File: config.mk
export PLATFORM = sky130hd
export DESIGN_NAME = dma_tree_arb
export DESIGN_NICKNAME = d
export VERILOG_FILES = /design/src/rtl/dma_tree_arb_pkg.sv /design/src/rtl/dma_tsel_node.sv /design/src/rtl/dma_tsel_tree.sv /design/src/rtl/dma_tree_arb.sv
export SDC_FILE = /design/constraint.sdc
export NUM_CORES = 1
export LEC_CHECK = 0
export ABC_AREA = 1
export BUFFER_PORTS_ARGS = -buffer_cell sky130_fd_sc_hd__buf_2
export CORE_AREA = 3 3 40 42
export DETAILED_ROUTE_END_ITERATION = 10
export DIE_AREA = 0 0 43 45
export PLACE_DENSITY = 0.66
export SKIP_LAST_GASP = 1
export SLEW_MARGIN = 20
export SYNTH_ARGS = -nofsm -noshare
export SYNTH_HDL_FRONTEND = slang
export SYNTH_SLANG_ARGS = --single-unit
File: constraint.sdc
create_clock -name clk_i -period 1.6 [get_ports clk_i]
set_clock_uncertainty 0.05 [all_clocks]
set_input_delay 0.16 -clock clk_i [delete_from_list [all_inputs] [get_ports clk_i]]
set_output_delay 0.16 -clock clk_i [all_outputs]
set_load 0.02 [all_outputs]
File: src/rtl/dma_tree_arb_pkg.sv
package dma_tree_arb_pkg;

  localparam int unsigned N_REQ  = 8;
  localparam int unsigned FAIR_N = N_REQ - 1;
  localparam int unsigned NODES  = FAIR_N - 1;
  localparam int unsigned CODE_W = 4;

  typedef logic [FAIR_N-1:0]             leaf_vec_t;
  typedef logic [NODES-1:0][FAIR_N-1:0]  node_leaf_t;
  typedef logic [NODES-1:0][CODE_W-1:0]  child_tab_t;

  // child code: bit 3 set -> selector index, clear -> leaf index
  // node 0 root, 1 = {0..3}, 2 = {4,5,6}, 3 = {0,1}, 4 = {2,3}, 5 = {4,5}
  localparam child_tab_t CHILD_LO = {4'h4, 4'h2, 4'h0, 4'hD, 4'hB, 4'h9};
  localparam child_tab_t CHILD_HI = {4'h5, 4'h3, 4'h1, 4'h6, 4'hC, 4'hA};

  function automatic leaf_vec_t code_leaves(logic [CODE_W-1:0] code, node_leaf_t part);
    leaf_vec_t v;
    if (code[3]) v = part[code[2:0]];
    else         v = leaf_vec_t'(1) << code[2:0];
    return v;
  endfunction

  // children carry higher indices than parents, so a reverse sweep suffices
  function automatic node_leaf_t calc_subtree();
    node_leaf_t r;
    r = '0;
    for (int n = NODES - 1; n >= 0; n--) begin
      r[n] = code_leaves(CHILD_LO[n], r) | code_leaves(CHILD_HI[n], r);
    end
    return r;
  endfunction

  function automatic node_leaf_t calc_side(child_tab_t tab);
    node_leaf_t full;
    node_leaf_t r;
    full = calc_subtree();
    for (int n = 0; n < NODES; n++) r[n] = code_leaves(tab[n], full);
    return r;
  endfunction

  localparam node_leaf_t SUBTREE = calc_subtree();
  localparam node_leaf_t SIDE_LO = calc_side(CHILD_LO);
  localparam node_leaf_t SIDE_HI = calc_side(CHILD_HI);

endpackage

File: src/rtl/dma_tsel_node.sv
module dma_tsel_node (
  input  logic clk_i,
  input  logic rst_ni,
  input  logic lo_any_i,
  input  logic hi_any_i,
  input  logic flip_i,
  output logic pick_hi_o
);

  logic fav_hi_q;

  assign pick_hi_o = fav_hi_q ? hi_any_i : (hi_any_i & ~lo_any_i);

  always_ff @(posedge clk_i or negedge rst_ni) begin
    if (!rst_ni)     fav_hi_q <= 1'b0;
    else if (flip_i) fav_hi_q <= ~pick_hi_o;
  end

endmodule

File: src/rtl/dma_tsel_tree.sv
module dma_tsel_tree
  import dma_tree_arb_pkg::*;
(
  input  logic              clk_i,
  input  logic              rst_ni,
  input  logic [FAIR_N-1:0] req_i,
  input  logic              en_i,
  input  logic              ack_i,
  output logic [FAIR_N-1:0] gnt_o
);

  logic [NODES-1:0] lo_any, hi_any, pick_hi, on_path;

  for (genvar n = 0; n < NODES; n++) begin : g_node
    assign lo_any[n]  = |(req_i & SIDE_LO[n]);
    assign hi_any[n]  = |(req_i & SIDE_HI[n]);
    assign on_path[n] = |(gnt_o & SUBTREE[n]);

    dma_tsel_node i_node (
      .clk_i    (clk_i),
      .rst_ni   (rst_ni),
      .lo_any_i (lo_any[n]),
      .hi_any_i (hi_any[n]),
      .flip_i   (ack_i & on_path[n]),
      .pick_hi_o(pick_hi[n])
    );
  end

  // flat grant: leaf wins if every ancestor steers toward it
  for (genvar l = 0; l < FAIR_N; l++) begin : g_leaf
    logic [NODES-1:0] steer_ok;
    for (genvar n = 0; n < NODES; n++) begin : g_anc
      if (SIDE_LO[n][l]) begin : g_lo
        assign steer_ok[n] = ~pick_hi[n];
      end else if (SIDE_HI[n][l]) begin : g_hi
        assign steer_ok[n] = pick_hi[n];
      end else begin : g_none
        assign steer_ok[n] = 1'b1;
      end
    end
    assign gnt_o[l] = en_i & req_i[l] & (&steer_ok);
  end

endmodule

File: src/rtl/dma_tree_arb.sv
module dma_tree_arb
  import dma_tree_arb_pkg::*;
(
  input  logic             clk_i,
  input  logic             rst_ni,
  input  logic [N_REQ-1:0] req_i,
  input  logic             ack_i,
  output logic [N_REQ-1:0] gnt_o
);

  localparam int unsigned URGENT = N_REQ - 1;

  logic              urgent_req;
  logic [FAIR_N-1:0] fair_gnt;

  assign urgent_req = req_i[URGENT];

  dma_tsel_tree i_tree (
    .clk_i (clk_i),
    .rst_ni(rst_ni),
    .req_i (req_i[FAIR_N-1:0]),
    .en_i  (~urgent_req),
    .ack_i (ack_i),
    .gnt_o (fair_gnt)
  );

  assign gnt_o = {urgent_req, fair_gnt};

endmodule

==> impl_metrics.env, run 1 <==
export IMPL_seq_area_um2=150
export IMPL_ios=19
export IMPL_worstMarginPinSlew_ps=269
export IMPL_antenna_left=0
export IMPL_drc=0
export IMPL_hpwl_um=952
export IMPL_synth_seq_area_share=0.284
export IMPL_r2r_start="i_tree.g_node[4].i_node.fav_hi_q"
export IMPL_setup_worst_path_class="flop to output pin"
export IMPL_synth_ff_latch_count=6
export IMPL_drive_above_1_share=0.495
export IMPL_htree_levels=1
export IMPL_synth_avg_cell_area_um2=7.04
export IMPL_yosys_area_share_simple=0.370
export IMPL_finalCoreUtilization=0.540
export IMPL_synth_compound_area_frac=0.239
export IMPL_root_buffer="clkbuf_4"
export IMPL_finish_instance_area_um2=694
export IMPL_cellLeakagePower_nw=0.367
export IMPL_synthesis_area_um2=528
export IMPL_power_per_cell_area_mw_per_mm2=1210
export IMPL_max_freq_mhz=668
export IMPL_cp_required_ps=1390
export IMPL_vias=545
export IMPL_worstRegToRegCells=8
export IMPL_syn_inst=75
export IMPL_num_nets_final=110
export IMPL_synth_distinct_cells=23
export IMPL_rows=13
export IMPL_drt_wl_total_um=1150
export IMPL_numCtsBuffers=3
export IMPL_startpoint_type="flop"
export IMPL_firstDrtPassIters=4
export IMPL_finalSetupViolations=0
export IMPL_maxSlewHeadroom=0.820
export IMPL_regMostFlops="i_tree.g_node.i_node.fav_hi_q"
export IMPL_clk_pin_slew_ps=40
export IMPL_die_height_um=45
export IMPL_ir_drop_mv=0.663
export IMPL_finalWeightedCongestion=0.743
export IMPL_synthMuxAreaShare=0
export IMPL_cts_tree="yes"
export IMPL_postPlaceCellArea_um2=629
export IMPL_cp_max_fo=3
export IMPL_antenna_found_initial=0
export IMPL_multi_input_area_um2=347
export IMPL_clock_latency_ps=240
export IMPL_core_mm2=0.00128
export IMPL_grt_pass1_wl_um=1970
export IMPL_fin_hold_ws_ps=215
export IMPL_synth_top_family_by_area="simple AND/OR/NAND/NOR gates"
export IMPL_pre_cts_slack_ps=294
export IMPL_fill_cells=128
export IMPL_setup_slack_ps=103
export IMPL_period_share=0.936
export IMPL_grt_max_degree=8
export IMPL_fp_dieArea_mm2=0.00194
export IMPL_die_w_um=43
export IMPL_grtUsageTotal=0.137
export IMPL_synth_fa_ha_area_frac=0
export IMPL_rrSetupSlack_ps=320
export IMPL_yosys_warnings=0
export IMPL_largest_reg_flops=6
export IMPL_n_antenna_cell=0
export IMPL_start_util=0.411
export IMPL_hold_viol_final=0
export IMPL_reg_top3="i_tree.g_node.i_node.fav_hi_q: 6 flops"
export IMPL_drt_iter0_drc=5
export IMPL_r2r_end="i_tree.g_node[4].i_node.fav_hi_q"
export IMPL_hold_class="primary input to async pin"
export IMPL_period_minus_slack_ps=1500
export IMPL_clock_sinks=6
export IMPL_maxSlewViolCount=0
export IMPL_portBuffers=18
export IMPL_syn_num_nets=86
export IMPL_area_growth_pct=31.5
export IMPL_grt_pass1_vias=518
export IMPL_vias_per_cell=4.87
export IMPL_critPathArrivalTime_ps=1290
export IMPL_overflow=0
export IMPL_yosys_area_share_xor_xnor=0
export IMPL_endpoint_kind="output pin"
export IMPL_status="completed"
export IMPL_drv_cap=0
export IMPL_clockBufferDepth=2
export IMPL_avgRoutedWirePerCell_um=10.2
==> cells in the final DEF (no fill, tap or decap) <==
cell | Yosys | routed
nor3_2 | 1 | 2
nor2_4 | 1 | 1
inv_1 | 9 | 7
clkinv_1 | 1 | 1
buf_4 | 1 | 1
buf_2 | 0 | 18
nor2_1 | 7 | 4
nand3_2 | 1 | 1
a21oi_1 | 1 | 1
nand2_4 | 1 | 2
a21oi_4 | 0 | 1
nand2_2 | 2 | 1
nand2_1 | 17 | 17
nand3_1 | 1 | 1
dfrtp_1 | 6 | 6
o21ai_0 | 1 | 1
nor3_1 | 4 | 3
o211ai_4 | 1 | 1
inv_2 | 3 | 5
o21ai_2 | 4 | 4
a21oi_2 | 2 | 1
nor2_2 | 4 | 7
o211ai_1 | 1 | 1
o21a_1 | 2 | 2
clkbuf_4 | 0 | 3
dlygate4sd3_1 | 0 | 1
o21ai_1 | 4 | 4
==> synthesized netlist by cell type <==
cell type | count | area share
o211ai_1 | 1 | 0.014
o21ai_1 | 4 | 0.038
inv_1 | 9 | 0.064
nand3_2 | 1 | 0.019
nand2_4 | 1 | 0.021
nor2_4 | 1 | 0.021
o211ai_4 | 1 | 0.040
o21ai_0 | 1 | 0.0095
a21oi_1 | 1 | 0.0095
nor3_2 | 1 | 0.019
nand2_1 | 17 | 0.12
nor2_2 | 4 | 0.047
nor2_1 | 7 | 0.050
a21oi_2 | 2 | 0.033
nand2_2 | 2 | 0.024
buf_4 | 1 | 0.014
dfrtp_1 | 6 | 0.28
nor3_1 | 4 | 0.038
o21ai_2 | 4 | 0.066
clkinv_1 | 1 | 0.0071
inv_2 | 3 | 0.021
nand3_1 | 1 | 0.0095
o21a_1 | 2 | 0.028
==> layout make-up <==
type,count,area share
clock buffer,3,0.0324
inverter,13,0.0703
tap,15,0.0270
sequential,6,0.216
multi-input combinational,55,0.499
timing repair buffer,20,0.155
==> worst max-delay path by stage <==
| stage | from | endpoint |
|---|---|---|
| after CTS | i_tree.g_node[0].i_node.fav_hi_q | gnt_o[0] |
| after global placement | i_tree.g_node[0].i_node.fav_hi_q | gnt_o[1] |
| after floorplan | i_tree.g_node[0].i_node.fav_hi_q | gnt_o[0] |
| after global routing | i_tree.g_node[1].i_node.fav_hi_q | gnt_o[1] |
| final | i_tree.g_node[4].i_node.fav_hi_q | gnt_o[2] |
| after detailed placement | i_tree.g_node[0].i_node.fav_hi_q | gnt_o[0] |
==> stage by stage <==
stage	setup TNS [ps]	power, W	std cells
after global routing	-22.2	0.000928	112
after global placement	0	0.000649	107
after CTS	0	0.000795	111
after floorplan	0	0.000559	75
final	0	0.000842	112
after detailed placement	0	0.000654	107
==> routing by layer <==
metal,global-route usage,vias up,share of wire
met5,0,-,0
met4,0.108,0,0.031
met3,0.0120,4,0.028
met2,0.201,11,0.49
met1,0.185,246,0.45
li1,-,284,-
==> power by group <==
part | internal [W] | switching, W | total, W
combinational | 0.000167 | 0.000264 | 0.000431
sequential | 0.000227 | 0.0000529 | 0.000280
clock | 0.0000843 | 0.0000462 | 0.000130
total | 0.000478 | 0.000363 | 0.000842
==> repair_timing <==
item	CTS	global route
setup endpoints to repair	0	3
hold endpoints to repair	6	0
gates resized for setup	0	8
setup buffers	0	1
hold buffers	1	0
==> critical path, cell delays in order (launching register included) <==
cell and delay, ps:
dfrtp_1 380, o21a_1 220, nor2_2 130, inv_1 50, nor2_1 100, buf_2 170
==> logic make-up (layout without fill, tap and decap cells) <==
kind of cell | after synthesis | count (layout)
flip-flops | 6 | 6
AO/OA/AOI/OAI | 16 | 16
AND/OR/NAND/NOR | 39 | 39
buffers and inverters | 14 | 36
Note: power is estimated with default switching activity, not from simulation.
==> inputs of run 2 (changes only) <==
RECOVER_POWER = 100   (was default)
==> impl_metrics.env, run 2 (synthesis results as in run 1) <==
export IMPL_status="completed"
export IMPL_endpoint_kind="output pin"
export IMPL_finalWeightedCongestion=0.743
export IMPL_numCtsBuffers=3
export IMPL_hold_viol_final=0
export IMPL_grt_pass1_vias=518
export IMPL_finalCoreUtilization=0.522
export IMPL_num_nets_final=110
export IMPL_fp_dieArea_mm2=0.00194
export IMPL_fin_hold_ws_ps=203
export IMPL_finalSetupViolations=0
export IMPL_pwr_share_comb=0.505
export IMPL_drv_cap=0
export IMPL_period_minus_slack_ps=1500
export IMPL_start_util=0.411
export IMPL_max_freq_mhz=668
export IMPL_root_buffer="clkbuf_4"
export IMPL_critPathArrivalTime_ps=1290
export IMPL_clockBufferDepth=2
export IMPL_endpoint="gnt_o[2]"
export IMPL_grtUsageTotal=0.137
export IMPL_reg_top3="i_tree.g_node.i_node.fav_hi_q: 6 flops"
export IMPL_worstRegToRegCells=5
export IMPL_rrSetupSlack_ps=180
export IMPL_period_share=0.936
export IMPL_startpoint_type="flop"
export IMPL_grt_max_degree=8
export IMPL_clock_sinks=6
export IMPL_rows=13
export IMPL_p_switching_w=0.000352
export IMPL_p_int_w=0.000472
export IMPL_firstDrtPassIters=4
export IMPL_clock_latency_ps=240
export IMPL_ios=19
export IMPL_largest_reg_flops=6
export IMPL_p_seq_frac=0.337
export IMPL_hpwl_um=952
export IMPL_setup_worst_path_class="flop to output pin"
export IMPL_cp_max_fo=3
export IMPL_antenna_found_initial=0
export IMPL_drt_wl_total_um=1170
export IMPL_final_cell_mix="nand2_1 (17), buf_2 (15), inv_1 (7), nor2_2 (6), dfrtp_1 (6)"
export IMPL_portBuffers=18
export IMPL_hold_class="primary input to flop"
export IMPL_area_growth_pct=27.0
export IMPL_regMostFlops="i_tree.g_node.i_node.fav_hi_q"
export IMPL_antenna_left=0
export IMPL_n_antenna_cell=0
export IMPL_maxSlewViolCount=0
export IMPL_startpoint="i_tree.g_node[4].i_node.fav_hi_q"
export IMPL_die_w_um=43
export IMPL_htree_levels=1
export IMPL_maxSlewHeadroom=0.761
export IMPL_p_sw_frac=0.428
export IMPL_drt_iter0_drc=8
export IMPL_overflow=0
export IMPL_cellLeakagePower_nw=0.355
export IMPL_vias_per_cell=4.85
export IMPL_vias=543
export IMPL_cp_required_ps=1390
export IMPL_fill_cells=135
export IMPL_drc=0
export IMPL_clk_pin_slew_ps=40
export IMPL_drive_above_1_share=0.433
export IMPL_r2r_start="i_tree.g_node[5].i_node.fav_hi_q"
export IMPL_core_mm2=0.00128
export IMPL_clock_power_share=0.158
export IMPL_ir_drop_mv=0.660
export IMPL_worstMarginPinSlew_ps=356
export IMPL_die_height_um=45
export IMPL_r2r_end="i_tree.g_node[0].i_node.fav_hi_q"
export IMPL_cts_tree="yes"
export IMPL_grt_pass1_wl_um=1970
export IMPL_power_per_cell_area_mw_per_mm2=1230
export IMPL_layout_commonest_cell="nand2_1"
export IMPL_avgRoutedWirePerCell_um=10.4
[run 2: cell type report]
type,instances,area (µm²),area share
multi-input combinational,55,327,0.487
sequential,6,150,0.224
timing repair buffer,20,104,0.155
inverter,13,48.8,0.0728
clock buffer,3,22.5,0.0336
tap,15,18.8,0.0280
[run 2: repair_timing]
item / 4_1_cts / 5_1_grt
hold buffers: 1 / 0
endpoints found under the hold margin: 6 / 0
resized for setup: 0 / 8
buffers inserted: 0 / 1
endpoints found under the setup margin: 0 / 3
[run 2: critical path: stages, from the launching register on]
cell     delay [ps]
dfrtp_1         380
o21a_1          220
nor2_2          130
inv_1            50
nor2_1          100
buf_2           170
[run 2: worst min path at each step]
stage	slack (ps)	to	depth (start not counted)	start
2_1_floorplan	-190	i_tree.g_node[0].i_node.fav_hi_q	0	rst_ni
3_3_place_gp	-60	i_tree.g_node[4].i_node.fav_hi_q	1	rst_ni
3_5_place_dp	-60	i_tree.g_node[3].i_node.fav_hi_q	1	rst_ni
4_1_cts	210	i_tree.g_node[3].i_node.fav_hi_q	2	rst_ni
5_1_grt	210	i_tree.g_node[0].i_node.fav_hi_q	3	ack_i
6_report	200	i_tree.g_node[0].i_node.fav_hi_q	3	ack_i
[run 2: layer usage]
layer  routed length, µm  global-route usage
met5                   0                   0
met3                  33              0.0120
met4                  35               0.108
met1                 532               0.185
met2                 567               0.201
[run 2: power by group through the flow]
stage | Combinational (W) | Sequential [W] | Clock [W]
global placement | 0.000371 | 0.000278 | 0
CTS | 0.000379 | 0.000276 | 0.000139
detailed placement | 0.000376 | 0.000278 | 0
global route | 0.000479 | 0.000285 | 0.000145
finish | 0.000416 | 0.000277 | 0.000130
floorplan | 0.000293 | 0.000266 | 0
[run 2: metrics by stage]
stage	setup slack, ps	instance area (µm²)	setup TNS (ps)	cells	power, W
2_1_floorplan	203	528	0	75	0.000559
3_3_place_gp	307	629	0	107	0.000649
3_5_place_dp	294	629	0	107	0.000654
4_1_cts	30.0	662	0	111	0.000795
5_1_grt	-22.2	671	-22.2	112	0.000910
6_report	102	671	0	112	0.000824
